<file path="src/rtl/clk_sync_div_pkg.sv">
`timescale 1ns/1ps
package clk_sync_div_pkg;

  typedef enum logic [1:0] {
    ST_RUN      = 2'd0,
    ST_DRAINING = 2'd1,
    ST_HALTED   = 2'd2
  } runState_t;

  // Strobes from the control side to the counter datapath.
  typedef struct packed {
    logic advance;  // step the period counter by one tick
    logic restart;  // reload counter, begin a fresh high phase
  } divStrobe_t;

endpackage

</file>
<file path="src/rtl/sync_stop_ctrl.sv">
`timescale 1ns/1ps
module sync_stop_ctrl
  import clk_sync_div_pkg::*;
#(
  parameter int SYNC_STAGES = 2
) (
  input  logic       refClk,
  input  logic       arstN,
  input  logic       syncIn,
  input  logic       syncActiveHigh,
  input  logic       clkOutNow,
  output divStrobe_t strobe,
  output logic       stopped
);

  localparam int LAST = SYNC_STAGES - 1;

  logic [SYNC_STAGES-1:0] syncShift;
  logic syncPrev;
  logic syncNow;

  generate
    if (SYNC_STAGES == 1) begin : g_oneStage
      always_ff @(posedge refClk or negedge arstN) begin
        if (!arstN) syncShift <= '0;
        else        syncShift <= syncIn;
      end
    end else begin : g_chain
      always_ff @(posedge refClk or negedge arstN) begin
        if (!arstN) syncShift <= '0;
        else        syncShift <= {syncShift[SYNC_STAGES-2:0], syncIn};
      end
    end
  endgenerate

  assign syncNow = syncShift[LAST];

  always_ff @(posedge refClk or negedge arstN) begin
    if (!arstN) syncPrev <= 1'b0;
    else        syncPrev <= syncNow;
  end

  logic riseSeen, fallSeen, goEdge, haltEdge;
  assign riseSeen = syncNow & ~syncPrev;
  assign fallSeen = ~syncNow & syncPrev;
  assign goEdge   = syncActiveHigh ? riseSeen : fallSeen;
  assign haltEdge = syncActiveHigh ? fallSeen : riseSeen;

  runState_t state, stateNext;
  logic pendGo, pendGoNext;

  always_comb begin
    strobe     = '0;
    stateNext  = state;
    pendGoNext = pendGo;
    unique case (state)
      ST_RUN: begin
        strobe.advance = 1'b1;
        pendGoNext     = 1'b0;
        if (haltEdge) stateNext = ST_DRAINING;
      end
      ST_DRAINING: begin
        if (clkOutNow) begin
          strobe.advance = 1'b1;
          if (goEdge)   pendGoNext = 1'b1;
          if (haltEdge) pendGoNext = 1'b0;
        end else if (pendGo || goEdge) begin
          strobe.restart = 1'b1;
          pendGoNext     = 1'b0;
          stateNext      = ST_RUN;
        end else begin
          stateNext = ST_HALTED;
        end
      end
      ST_HALTED: begin
        if (goEdge) begin
          strobe.restart = 1'b1;
          stateNext      = ST_RUN;
        end
      end
      default: stateNext = ST_RUN;
    endcase
  end

  always_ff @(posedge refClk or negedge arstN) begin
    if (!arstN) begin
      state  <= ST_RUN;
      pendGo <= 1'b0;
    end else begin
      state  <= stateNext;
      pendGo <= pendGoNext;
    end
  end

  assign stopped = (state == ST_HALTED);

endmodule

</file>
<file path="src/rtl/div_counter_path.sv">
`timescale 1ns/1ps
module div_counter_path
  import clk_sync_div_pkg::*;
#(
  parameter int RATIO_W = 8
) (
  input  logic               refClk,
  input  logic               arstN,
  input  logic [RATIO_W-1:0] divRatio,
  input  divStrobe_t         strobe,
  output logic               clkOut
);

  localparam logic [RATIO_W-1:0] MIN_RATIO = RATIO_W'(2);
  localparam logic [RATIO_W-1:0] ONE       = RATIO_W'(1);

  function automatic logic [RATIO_W-1:0] ceilHalf(input logic [RATIO_W-1:0] n);
    return (n >> 1) + {{(RATIO_W-1){1'b0}}, n[0]};
  endfunction

  logic [RATIO_W-1:0] pos, posNext;
  logic [RATIO_W-1:0] nCur, nNext;
  logic [RATIO_W-1:0] ratioEff;
  logic               outNext, wrap;

  assign ratioEff = (divRatio < MIN_RATIO) ? MIN_RATIO : divRatio;
  assign wrap     = (pos >= nCur - ONE);

  always_comb begin
    posNext = pos;
    nNext   = nCur;
    outNext = clkOut;
    if (strobe.restart) begin
      posNext = '0;
      nNext   = ratioEff;
      outNext = 1'b1;
    end else if (strobe.advance) begin
      posNext = wrap ? '0 : pos + ONE;
      nNext   = wrap ? ratioEff : nCur;
      outNext = (posNext < ceilHalf(nNext));
    end
  end

  // Reset parks the counter on its last tick so the first edge starts a period.
  always_ff @(posedge refClk or negedge arstN) begin
    if (!arstN) begin
      pos    <= ONE;
      nCur   <= MIN_RATIO;
      clkOut <= 1'b0;
    end else begin
      pos    <= posNext;
      nCur   <= nNext;
      clkOut <= outNext;
    end
  end

endmodule

</file>
<file path="src/rtl/clk_sync_div.sv">
`timescale 1ns/1ps
module clk_sync_div
  import clk_sync_div_pkg::*;
#(
  parameter int RATIO_W     = 8,
  parameter int SYNC_STAGES = 2
) (
  input  logic               refClk,
  input  logic               arstN,
  input  logic [RATIO_W-1:0] divRatio,
  input  logic               syncActiveHigh,
  input  logic               syncIn,
  output logic               divClkOut,
  output logic               stopped
);

  divStrobe_t strobe;

  sync_stop_ctrl #(.SYNC_STAGES(SYNC_STAGES)) u_ctrl (
    .refClk         (refClk),
    .arstN          (arstN),
    .syncIn         (syncIn),
    .syncActiveHigh (syncActiveHigh),
    .clkOutNow      (divClkOut),
    .strobe         (strobe),
    .stopped        (stopped)
  );

  div_counter_path #(.RATIO_W(RATIO_W)) u_path (
    .refClk   (refClk),
    .arstN    (arstN),
    .divRatio (divRatio),
    .strobe   (strobe),
    .clkOut   (divClkOut)
  );

endmodule

</file>
<file path="config.mk">
export PLATFORM = sky130hd
export DESIGN_NAME = clk_sync_div
export DESIGN_NICKNAME = d
export VERILOG_FILES = /design/src/rtl/clk_sync_div_pkg.sv /design/src/rtl/sync_stop_ctrl.sv /design/src/rtl/div_counter_path.sv /design/src/rtl/clk_sync_div.sv
export SDC_FILE = /design/constraint.sdc
export NUM_CORES = 1
export LEC_CHECK = 0
export BUFFER_PORTS_ARGS = -buffer_cell sky130_fd_sc_hd__buf_2
export CORE_MARGIN = 2
export CORE_UTILIZATION = 59
export CTS_CLUSTER_DIAMETER = 80
export CTS_CLUSTER_SIZE = 8
export DETAILED_ROUTE_END_ITERATION = 8
export PLACE_DENSITY = 0.86
export SETUP_SLACK_MARGIN = 0.4
export SLEW_MARGIN = 20
export SYNTH_ARGS = -nofsm -noshare
export SYNTH_HDL_FRONTEND = slang
export SYNTH_SLANG_ARGS = --single-unit
</file>
<file path="constraint.sdc">
create_clock -name refClk -period 4.7 [get_ports refClk]
set_input_delay 0.47 -clock refClk [delete_from_list [all_inputs] [get_ports refClk]]
set_output_delay 0.47 -clock refClk [all_outputs]
set_load 0.005 [all_outputs]
</file>
[Word-level counts from Yosys, hierarchy flattened]
Index checks and enable logic that the tools add are counted.
Operators by class
  add/sub/neg operators: 3
  order comparisons: 3
  eq/ne operators: 7
  multiplexer cells: 27
  bitwise operators: 4
  reduce and logical (&&, ||, !) cells: 6
Operator list (number)
  8-bit 2-to-1 mux: 7
  1-bit 2-to-1 mux: 12
  7-bit by 1-bit adder with 8-bit output: 1
  8-bit by 1-bit adder with 8-bit output, second input constant: 1
  8-bit greater-or-equal comparator: 1
  8-bit by 2-bit less-than comparator with 1-bit output, second input constant: 1
  8-bit less-than comparator: 1
  2-bit 2-to-1 mux: 4
  8-bit by 1-bit subtractor with 8-bit output, second input constant: 1
  1-bit one-hot mux with 2 select lines: 3
  2-bit one-hot mux with 3 select lines: 1
  3-bit AND reduction: 2
  2-bit by 1-bit inequality test with 1-bit output, second input constant: 2
  4-bit inequality test, second input constant: 1
  2-bit nonzero test: 2
  3-bit by 1-bit inequality test with 1-bit output, second input constant: 1
  1-bit AND: 2
  2-bit by 1-bit equality test with 1-bit output, second input constant: 1
  2-bit equality test, second input constant: 1
  2-bit logical NOT: 1
  2-bit inequality test, second input constant: 1
  1-bit inverter: 2
  1-bit logical OR: 1
Word-level totals
  register bits: 23
  input bits: 12
  output and inout bits: 2

[Longest topological paths before layout]
Gate-level depths: netlist (run 1).
  depth after elaboration: 8
  depth in mapped cells: 21

[Cells and area by module]
A second synthesis (run 1) with hierarchy kept.
Second synthesis, totals
  cells, all modules: 225
  area, all modules: 2042.0 sq um
By module, submodules not included
  div_counter_path: instances 1, cells each 191, area each 1701.6 sq um
  sync_stop_ctrl: instances 1, cells each 34, area each 340.3 sq um

[Least setup slack after synthesis (run 1)]
Ideal clock, no wire load.
  kind: register -> register
  start: register u_path.nCur[1]
  end: register u_path.clkOut
  setup time: 0.065 ns
  arrival: 4.115 ns
  required time: 4.635 ns
  path slack: 0.520 ns
  stages on the path, launching flop included: 21
  path through: dfstp_2 -> inv_1 -> ha_1 -> xnor2_1 -> ha_1 -> and3_1 -> o21ai_0 -> a21o_1 -> nand2_1 -> buf_1 -> a21oi_1 -> ha_1 -> clkbuf_1 -> nand3_1 -> xnor2_1 -> mux2i_1 -> ha_1 -> a21o_1 -> a21o_1 -> a221oi_1 -> a211o_1
Between the ends
  cells in the longest elaborated chain, start to end: 7
  elaborated cells on any way between the ends: 8
  those cells by class: 2 x add/sub; 2 x order compare; 4 x mux
RTL lines
  start: declaration: line div_counter_path.sv:22  | logic [RATIO_W-1:0] nCur, nNext;
  start signal: assignment: line div_counter_path.sv:52  | nCur <= nNext;
  8-bit by 1-bit subtractor with 8-bit output: line div_counter_path.sv:27  | assign wrap = (pos >= nCur - ONE);
  8-bit greater-or-equal comparator: line div_counter_path.sv:27
  8-bit 2-to-1 mux: line div_counter_path.sv:39  | nNext = wrap ? ratioEff : nCur;
  7-bit by 1-bit adder with 8-bit output: line div_counter_path.sv:18  | return (n >> 1) + {{(RATIO_W-1){1'b0}}, n[0]};
  8-bit less-than comparator (*): line div_counter_path.sv:40  | outNext = (posNext < ceilHalf(nNext));
  1-bit 2-to-1 mux (*): line div_counter_path.sv:37  | end else if (strobe.advance) begin
  1-bit 2-to-1 mux (*): line div_counter_path.sv:33  | if (strobe.restart) begin
  end signal: assignment: line div_counter_path.sv:53  | clkOut <= outNext;
  end: declaration: line div_counter_path.sv:11  | output logic clkOut
Every way passes the cells marked *; elsewhere a longest branch is shown, timed or not. The select of a mux whose other input is x is not followed.
A chain may end at the register's enable or synchronous reset.

[Worst setup path after layout (run 1)]
Same ends and word-level chain as after synthesis.

==> flow_metrics.py, run 1 <==
metrics = {
    "yosys": {
        "synth-simple-area-share_pct": 22.7,
        "syn-num-nets": 278,
        "synth_most_common_cell": "nand2_1",
        "synthXorXnorAreaFrac_pct": 7.91,
        "synth_mux_area_share_pct": 9.39,
        "synth_top_family_by_area": "simple AND/OR/NAND/NOR gates",
        "synth.cell_area_sq_um": 2100,
        "ys_top_cells_by_count": "29 x nand2_1, 22 x ha_1, 21 x dfrtp_1",
        "synth_edf_count": 0,
        "yosysUniqueCellTypes": 46,
        "ys.flop_type": "dfrtp_1",
        "synthArstFlopShare_pct": 100,
        "ys.warnings.count": 0,
        "synth_seq_cells": 23,
        "synth_top_area_share_pct": 25.0,
        "yosys.area_share.adder_pct": 13.1,
        "synth_area_leader_cell": "dfrtp_1",
        "synthCells": 244,
        "syn_area_per_cell_sq_um": 8.63,
        "synth_compound_area_share_pct": 16.4,
        "seq_area_frac_synth_pct": 27.5,
        "synth_area_leaders": "dfrtp_1 25%, ha_1 13%, xnor2_1 5.8%, nand2_1 5.2%, mux2_4 5.0%",
    },
    "cts": {
        "path_clk_slew_ps": 160,
        "ctsHoldBuffers": 0,
        "postCtsSetupRepairBufs": 0,
        "clockRootBuffer": "clkbuf_4",
        "cts_buffers": 3,
        "clk_latency_ps": 330,
        "htreeDepth": 1,
        "clock_path_buffers": 2,
        "clock_sinks": 23,
        "cts_tree": "done",
    },
    "setup_path": {
        "cp_slowest_stage_delay_ps": 620,
        "required_ps": 4980,
        "crit_fanout": 9,
        "critPathArrivalTime_ps": 4290,
        "cp_cell_sequence": "inv_1 -> ha_2 -> xnor2_2 -> ha_1 -> and3_1 -> o21ai_2 -> a21o_1 -> nand2_2 -> mux2_2 -> ha_4 -> nand2b_1 -> a211oi_2 -> nor2_1 -> ha_1 -> nor2b_1 -> o21ai_0 -> nand2b_1 -> a221oi_2 -> a211o_1",
        "crit_path_end_kind": "register",
        "slowest_stage": "dfstp_2",
        "startpoint": "u_path.nCur[1]",
        "r2r_start": "u_path.nCur[1]",
        "cp-start-kind": "register",
        "worst-setup-path-type": "register to register",
    },
    "timing": {
        "hold_viol": 0,
        "rsz0062_at_grt": "no",
        "fin_skew_ps": 14.8,
        "tightest_slew_ps": 548,
        "period_share_pct": 85.3,
        "setup_viol": 0,
        "relSlewSlack_pct": 63.5,
        "fin_tns_setup_ps": 0,
        "slew_violations": 0,
        "period_needed_ps": 4010,
        "setup_ws_ps": 690,
        "fmax_ghz": 0.249,
    },
    "route": {
        "drt_iter0_markers": 118,
        "vias": 1820,
        "antenna_left": 0,
        "post_drt_wl_per_cell_microns": 15.9,
        "firstDrtPassIters": 4,
        "wl_microns": 4790,
        "drc": 0,
        "vias_per_cell": 6.03,
    },
    "global_route": {
        "track_usage_pct": 25.4,
        "antenna_found_initial": 0,
        "grt_max_degree": 24,
        "grt_pass1_wl_microns": 8050,
        "grt_remaining_overflow": 0,
        "grt_pass1_vias": 1711,
    },
    "floorplanning": {
        "die_area_sq_um": 4060,
        "die_h_microns": 63.7,
        "fp.dieW_microns": 63.7,
        "core_sq_um": 3390,
        "io-pin-count": 14,
        "start_util_pct": 62.1,
        "std_cell_rows": 21,
    },
    "status": {
        "status": "finished clean",
    },
    "place": {
        "io_buffers": 13,
        "dp_hpwl_microns": 3580,
        "gp_congestion": 0.866,
        "pre_cts_ws_ps": 327,
    },
    "final_layout": {
        "post-route-util_pct": 68.5,
        "area_delta_synth_final_pct": 10.4,
        "drive_above_1_share_pct": 19.9,
        "finalNetCount": 291,
        "diodes": 0,
    },
    "run": {
        "cap_violations": 0,
    },
    "hold_path": {
        "min_path_type": "primary input to asynchronous set/reset pin",
    },
}
## registers in the layout (all words and copies together) (netlist names)
signal / cells
u_path.pos: 8
u_path.nCur: 8
u_path.clkOut: 1
u_ctrl.syncShift: 2
u_ctrl.state: 2
u_ctrl.pendGo: 1
u_ctrl.syncPrev: 1
## per-layer routing
layer	track usage (%)	vias to the layer above	share of wire, %
li1	-	913	-
met3	3.93	4	3.9
met2	40.7	32	48
met1	35.4	871	47
met4	7.34	0	0.92
met5	0	-	0
## critical path, delay by kind of cell (launching register included)
kind | cells | cell delay, ps
AOI/OAI and AO/OA | 6 | 1060
xor gates and xnor gates | 1 | 130
adders and majority gates | 4 | 990
buffers and inverters | 1 | 80
DFF | 1 | 620
muxes | 1 | 330
and+or+nand+nor | 6 | 740
## timing repair
action                                 4_1_cts  5_1_grt
resized for setup                            2       19
pin swaps                                    0        2
endpoints found under the hold margin        0        0
setup endpoints to repair                    1        1
## placed cells by master, fill, tap and decap left out, types with 6 or more instances in the layout
cell / Yosys / layout
mux2_4: 7 / 7
inv_1: 6 / 6
nand2b_1: 7 / 7
dfrtp_1: 21 / 18
and3_1: 7 / 7
mux2i_1: 7 / 7
nand3_1: 9 / 9
ha_1: 22 / 19
a21oi_1: 15 / 13
nor3_1: 7 / 7
nand2_1: 29 / 28
nor2_1: 18 / 18
o21ai_0: 8 / 6
buf_2: 0 / 13
xnor2_1: 14 / 13
## final cells by class
| cell class | instances | area, sq um |
|---|---|---|
| multi-input combinational | 206 | 1540 |
| fill | 279 | 1070 |
| sequential | 23 | 582 |
| timing repair buffer | 17 | 95.1 |
| tap | 46 | 57.6 |
| clock buffer | 3 | 22.5 |
| inverter | 6 | 22.5 |
| clock inverter | 1 | 5.00 |
## cell families after synthesis
kind of cell	count (synthesis)
XOR/XNOR	19
AND/OR/NAND/NOR	97
multiplexers	16
AO/OA/AOI/OAI	52
flip-flops	23
adder cells (fa/ha/maj)	22
buffers and inverters	15
## worst paths after layout
path	endpoint	slack [ps]	cells after the start
worst max-delay path	u_path.clkOut	690	19
worst min-delay path	u_path.nCur[0]	90	1
worst max register to register	u_path.clkOut	690	19
worst min register to register	u_ctrl.syncShift[1]	370	0
max in group asynchronous	u_path.pos[0]	4230	1
min in group refClk	u_ctrl.syncShift[0]	250	1
## per-stage QoR
| stage | instance area (sq um) | std cells | hold slack, ps |
|---|---|---|---|
| global placement | 2220 | 298 | 333 |
| global route | 2320 | 302 | 137 |
| detailed placement | 2220 | 298 | 343 |
| CTS | 2240 | 302 | 116 |
| floorplan | 2100 | 244 | 174 |
| finish | 2320 | 302 | 86.6 |
Power of run 1 is left out: the tool's default activity adds up to more than one toggle a clock period on the data nets, which glitch-free logic cannot reach.
==> inputs of run 2 (changes only) <==
--- a/config.mk
+++ b/config.mk
@@ -5,12 +5,15 @@
 export SDC_FILE = /design/constraint.sdc
 export NUM_CORES = 1
 export LEC_CHECK = 0
+export ABC_AREA = 1
 export BUFFER_PORTS_ARGS = -buffer_cell sky130_fd_sc_hd__buf_2
 export CORE_MARGIN = 2
 export CORE_UTILIZATION = 59
+export CTS_BUF_LIST = sky130_fd_sc_hd__clkbuf_16
 export CTS_CLUSTER_DIAMETER = 80
 export CTS_CLUSTER_SIZE = 8
 export DETAILED_ROUTE_END_ITERATION = 8
+export HOLD_SLACK_MARGIN = 0.06
 export PLACE_DENSITY = 0.86
 export SETUP_SLACK_MARGIN = 0.4
 export SLEW_MARGIN = 20
==> run 2 against run 1 <==
Effect of this change: synthesized cell count rose by 9.8%; non-clock buffer count shrank 4; worst setup slack better by 7.3 ps; critical path depth is 5 higher; clock-buffer cell count stayed put; design area shrank 5.8%; final cell count grew 8.3%; clock skew down 14 ps; sequential cell count is the same; hold slack improved by 97 ps; utilization fell by 2.4 points; register-to-register slack barely moved.
==> flow_metrics.py, run 2 <==
metrics = {
    "place": {
        "dp_hpwl_microns": 3140,
        "gp_congestion": 0.892,
        "io_buffers": 13,
    },
    "yosys": {
        "synth_area_leader_cell": "dfrtp_1",
        "synthCells": 268,
        "synth_edf_count": 0,
        "synth_seq_cells": 23,
        "seq_area_frac_synth_pct": 28.9,
        "synth_area_leaders": "dfrtp_1 26%, ha_1 14%, nand2_1 12%, inv_1 8.2%, nor2_1 4.1%",
        "synth_most_common_cell": "nand2_1",
        "ys_top_cells_by_count": "63 x nand2_1, 44 x inv_1, 22 x ha_1, 22 x nor2_1, 21 x dfrtp_1",
        "synth.cell_area_sq_um": 2000,
        "syn-num-nets": 302,
        "ys.warnings.count": 0,
        "syn_area_per_cell_sq_um": 7.47,
        "ys.flop_type": "dfrtp_1",
        "yosysUniqueCellTypes": 38,
        "synth_top_area_share_pct": 26.2,
        "synthArstFlopShare_pct": 100,
    },
    "global_route": {
        "grt_max_degree": 27,
        "track_usage_pct": 24.2,
        "grtUsageMet2_pct": 41.3,
        "top_usage_layer": "met2",
        "met3_usage_pct": 2.72,
        "met1_usage_pct": 32.1,
        "grt_pass1_wl_microns": 7620,
        "antenna_found_initial": 0,
        "grt_remaining_overflow": 0,
        "grt_pass1_vias": 1688,
    },
    "final_layout": {
        "area_delta_synth_final_pct": 9.31,
        "final_common_cell": "nand2_1",
        "diodes": 0,
        "nFillCells": 289,
        "final_cell_mix": "63 x nand2_1, 44 x inv_1, 21 x ha_1, 21 x dfrtp_1, 20 x nor2_1",
        "drive_above_1_share_pct": 16.0,
        "finalNetCount": 316,
        "top_regs": "u_path.nCur x8, u_path.pos x8",
    },
    "floorplanning": {
        "start_util_pct": 60.5,
        "core_sq_um": 3310,
        "fp.dieW_microns": 62.3,
        "std_cell_rows": 21,
        "die_area_sq_um": 3880,
        "io-pin-count": 14,
        "die_h_microns": 62.3,
    },
    "route": {
        "vias_per_cell": 5.31,
        "firstDrtPassIters": 4,
        "antenna_left": 0,
        "wl_microns": 4240,
        "post_drt_wl_per_cell_microns": 13.0,
        "drt_iter0_markers": 53,
        "vias": 1736,
        "drc": 0,
    },
    "cts": {
        "htreeDepth": 1,
        "clock_path_buffers": 2,
        "clock_sinks": 23,
        "path_clk_slew_ps": 60,
        "clockRootBuffer": "clkbuf_16",
        "clk_latency_ps": 260,
        "cts_tree": "done",
        "cts_buffers": 3,
        "postCtsSetupRepairBufs": 0,
    },
    "timing": {
        "fmax_ghz": 0.250,
        "period_needed_ps": 4000,
        "setup_viol": 0,
        "relSlewSlack_pct": 65.4,
        "slew_violations": 0,
        "period_share_pct": 85.2,
        "fin_tns_setup_ps": 0,
        "worst_hold_slack_ps": 184,
        "fin_skew_ps": 1.25,
        "hold_viol": 0,
        "rsz0062_at_grt": "no",
        "tightest_slew_ps": 520,
    },
    "setup_path": {
        "worst-setup-path-type": "register to register",
        "r2r-end": "u_path.clkOut",
        "required_ps": 4890,
        "ff2ff_path_depth": 24,
        "reg2reg_slack_ps": 700,
        "crit_path_end_kind": "register",
        "cp-start-kind": "register",
        "crit_fanout": 18,
        "critPathArrivalTime_ps": 4190,
        "r2r_start": "u_path.nCur[0]",
    },
    "hold_path": {
        "min_path_type": "primary input to asynchronous set/reset pin",
    },
    "power_and_ir_drop": {
        "p_leak_nw": 1.15,
        "power_density_nw_per_um2": 696,
        "peakVddDrop_v": 0.000368,
    },
    "run": {
        "cap_violations": 0,
    },
    "status": {
        "status": "finished clean",
    },
}
## run 2: changes by cell type after synthesis, sizes merged, moves of 9 or more
cell   previous run  this run
a21oi            15         6
xnor2            14         3
mux2              9         0
o21ai            10        24
nand2            29        69
inv               6        46
## run 2: worst max path at each step
stage | to | from | slack, ps
6_report | u_path.clkOut | u_path.nCur[0] | 700
5_1_grt | u_path.clkOut | u_path.nCur[0] | 460
4_1_cts | u_path.clkOut | u_path.nCur[0] | 620
3_5_place_dp | u_path.clkOut | u_path.nCur[0] | 750
3_3_place_gp | u_path.clkOut | u_path.nCur[0] | 970
2_1_floorplan | u_path.clkOut | u_path.nCur[0] | 1040
## run 2: area by class of cell
cell class / instances / area [sq um] / area share [%]
multi-input cells: 195 / 1230 / 56.3
flip-flops and latches: 23 / 578 / 26.4
inverters: 46 / 175 / 8.00
clock buffers: 3 / 75.1 / 3.43
repair buffers: 13 / 65.1 / 2.97
well taps: 46 / 57.6 / 2.63
clock inverters: 1 / 5.00 / 0.229
## run 2: kinds of logic after synthesis
| logic type | share of synthesized area [%] |
|---|---|
| xor+xnor | 4.81 |
| compound gates | 15.6 |
| fa+ha+maj | 13.7 |
| simple gates | 26.7 |
| buf+inv | 10.4 |
| flops | 28.9 |
## run 2: stage by stage
stage / util [%] / total power [W] / cells / instance area, sq um / worst slack, ps
CTS: 65.6 / 0.00151 / 327 / 2170 / 623
finish: 66.1 / 0.00152 / 327 / 2190 / 697
global route: 66.1 / 0.00169 / 327 / 2190 / 458
global placement: 63.2 / 0.00126 / 323 / 2090 / 968
floorplan: - / 0.00112 / 268 / 2000 / 1040
detailed placement: 63.2 / 0.00130 / 323 / 2090 / 750
## run 2: worst max-delay path, cell delays in order (launching register included)
cell and delay [ps]:
dfrtp_1 380, inv_1 140, ha_1 220, nand3_1 140, nor3_2 150, xor2_1 160, inv_1 60, ha_1 290
nand2_1 110, nor2_2 180, nand2_4 90, nand2_8 140, nand2_1 90, o21ai_1 140, ha_2 240, nand2_1 90
nor2_4 110, nand3b_2 100, xnor2_1 230, ha_1 280, a21oi_1 140, nor2_1 60, a211oi_1 190, nand2_1 80
a21oi_1 120
## run 2: report_power, final
| group | internal, W | switching (W) |
|---|---|---|
| Combinational | 0.000370 | 0.000637 |
| Sequential | 0.000272 | 0.0000564 |
| Clock | 0.000115 | 0.0000726 |
## run 2: repair_timing
item / CTS / global route
hold buffers: 0 / 0
gates resized for setup: 0 / 6
hold endpoints to repair: 0 / 0
endpoints found under the setup margin: 0 / 1
## run 2: metal layers
layer  routed length, microns  up-vias
met5                        0        -
met3                      142        8
met4                       78        0
met1                     1960      797
li1                         -      896
met2                     2060       35
Note: power is estimated with default switching activity, not from simulation.
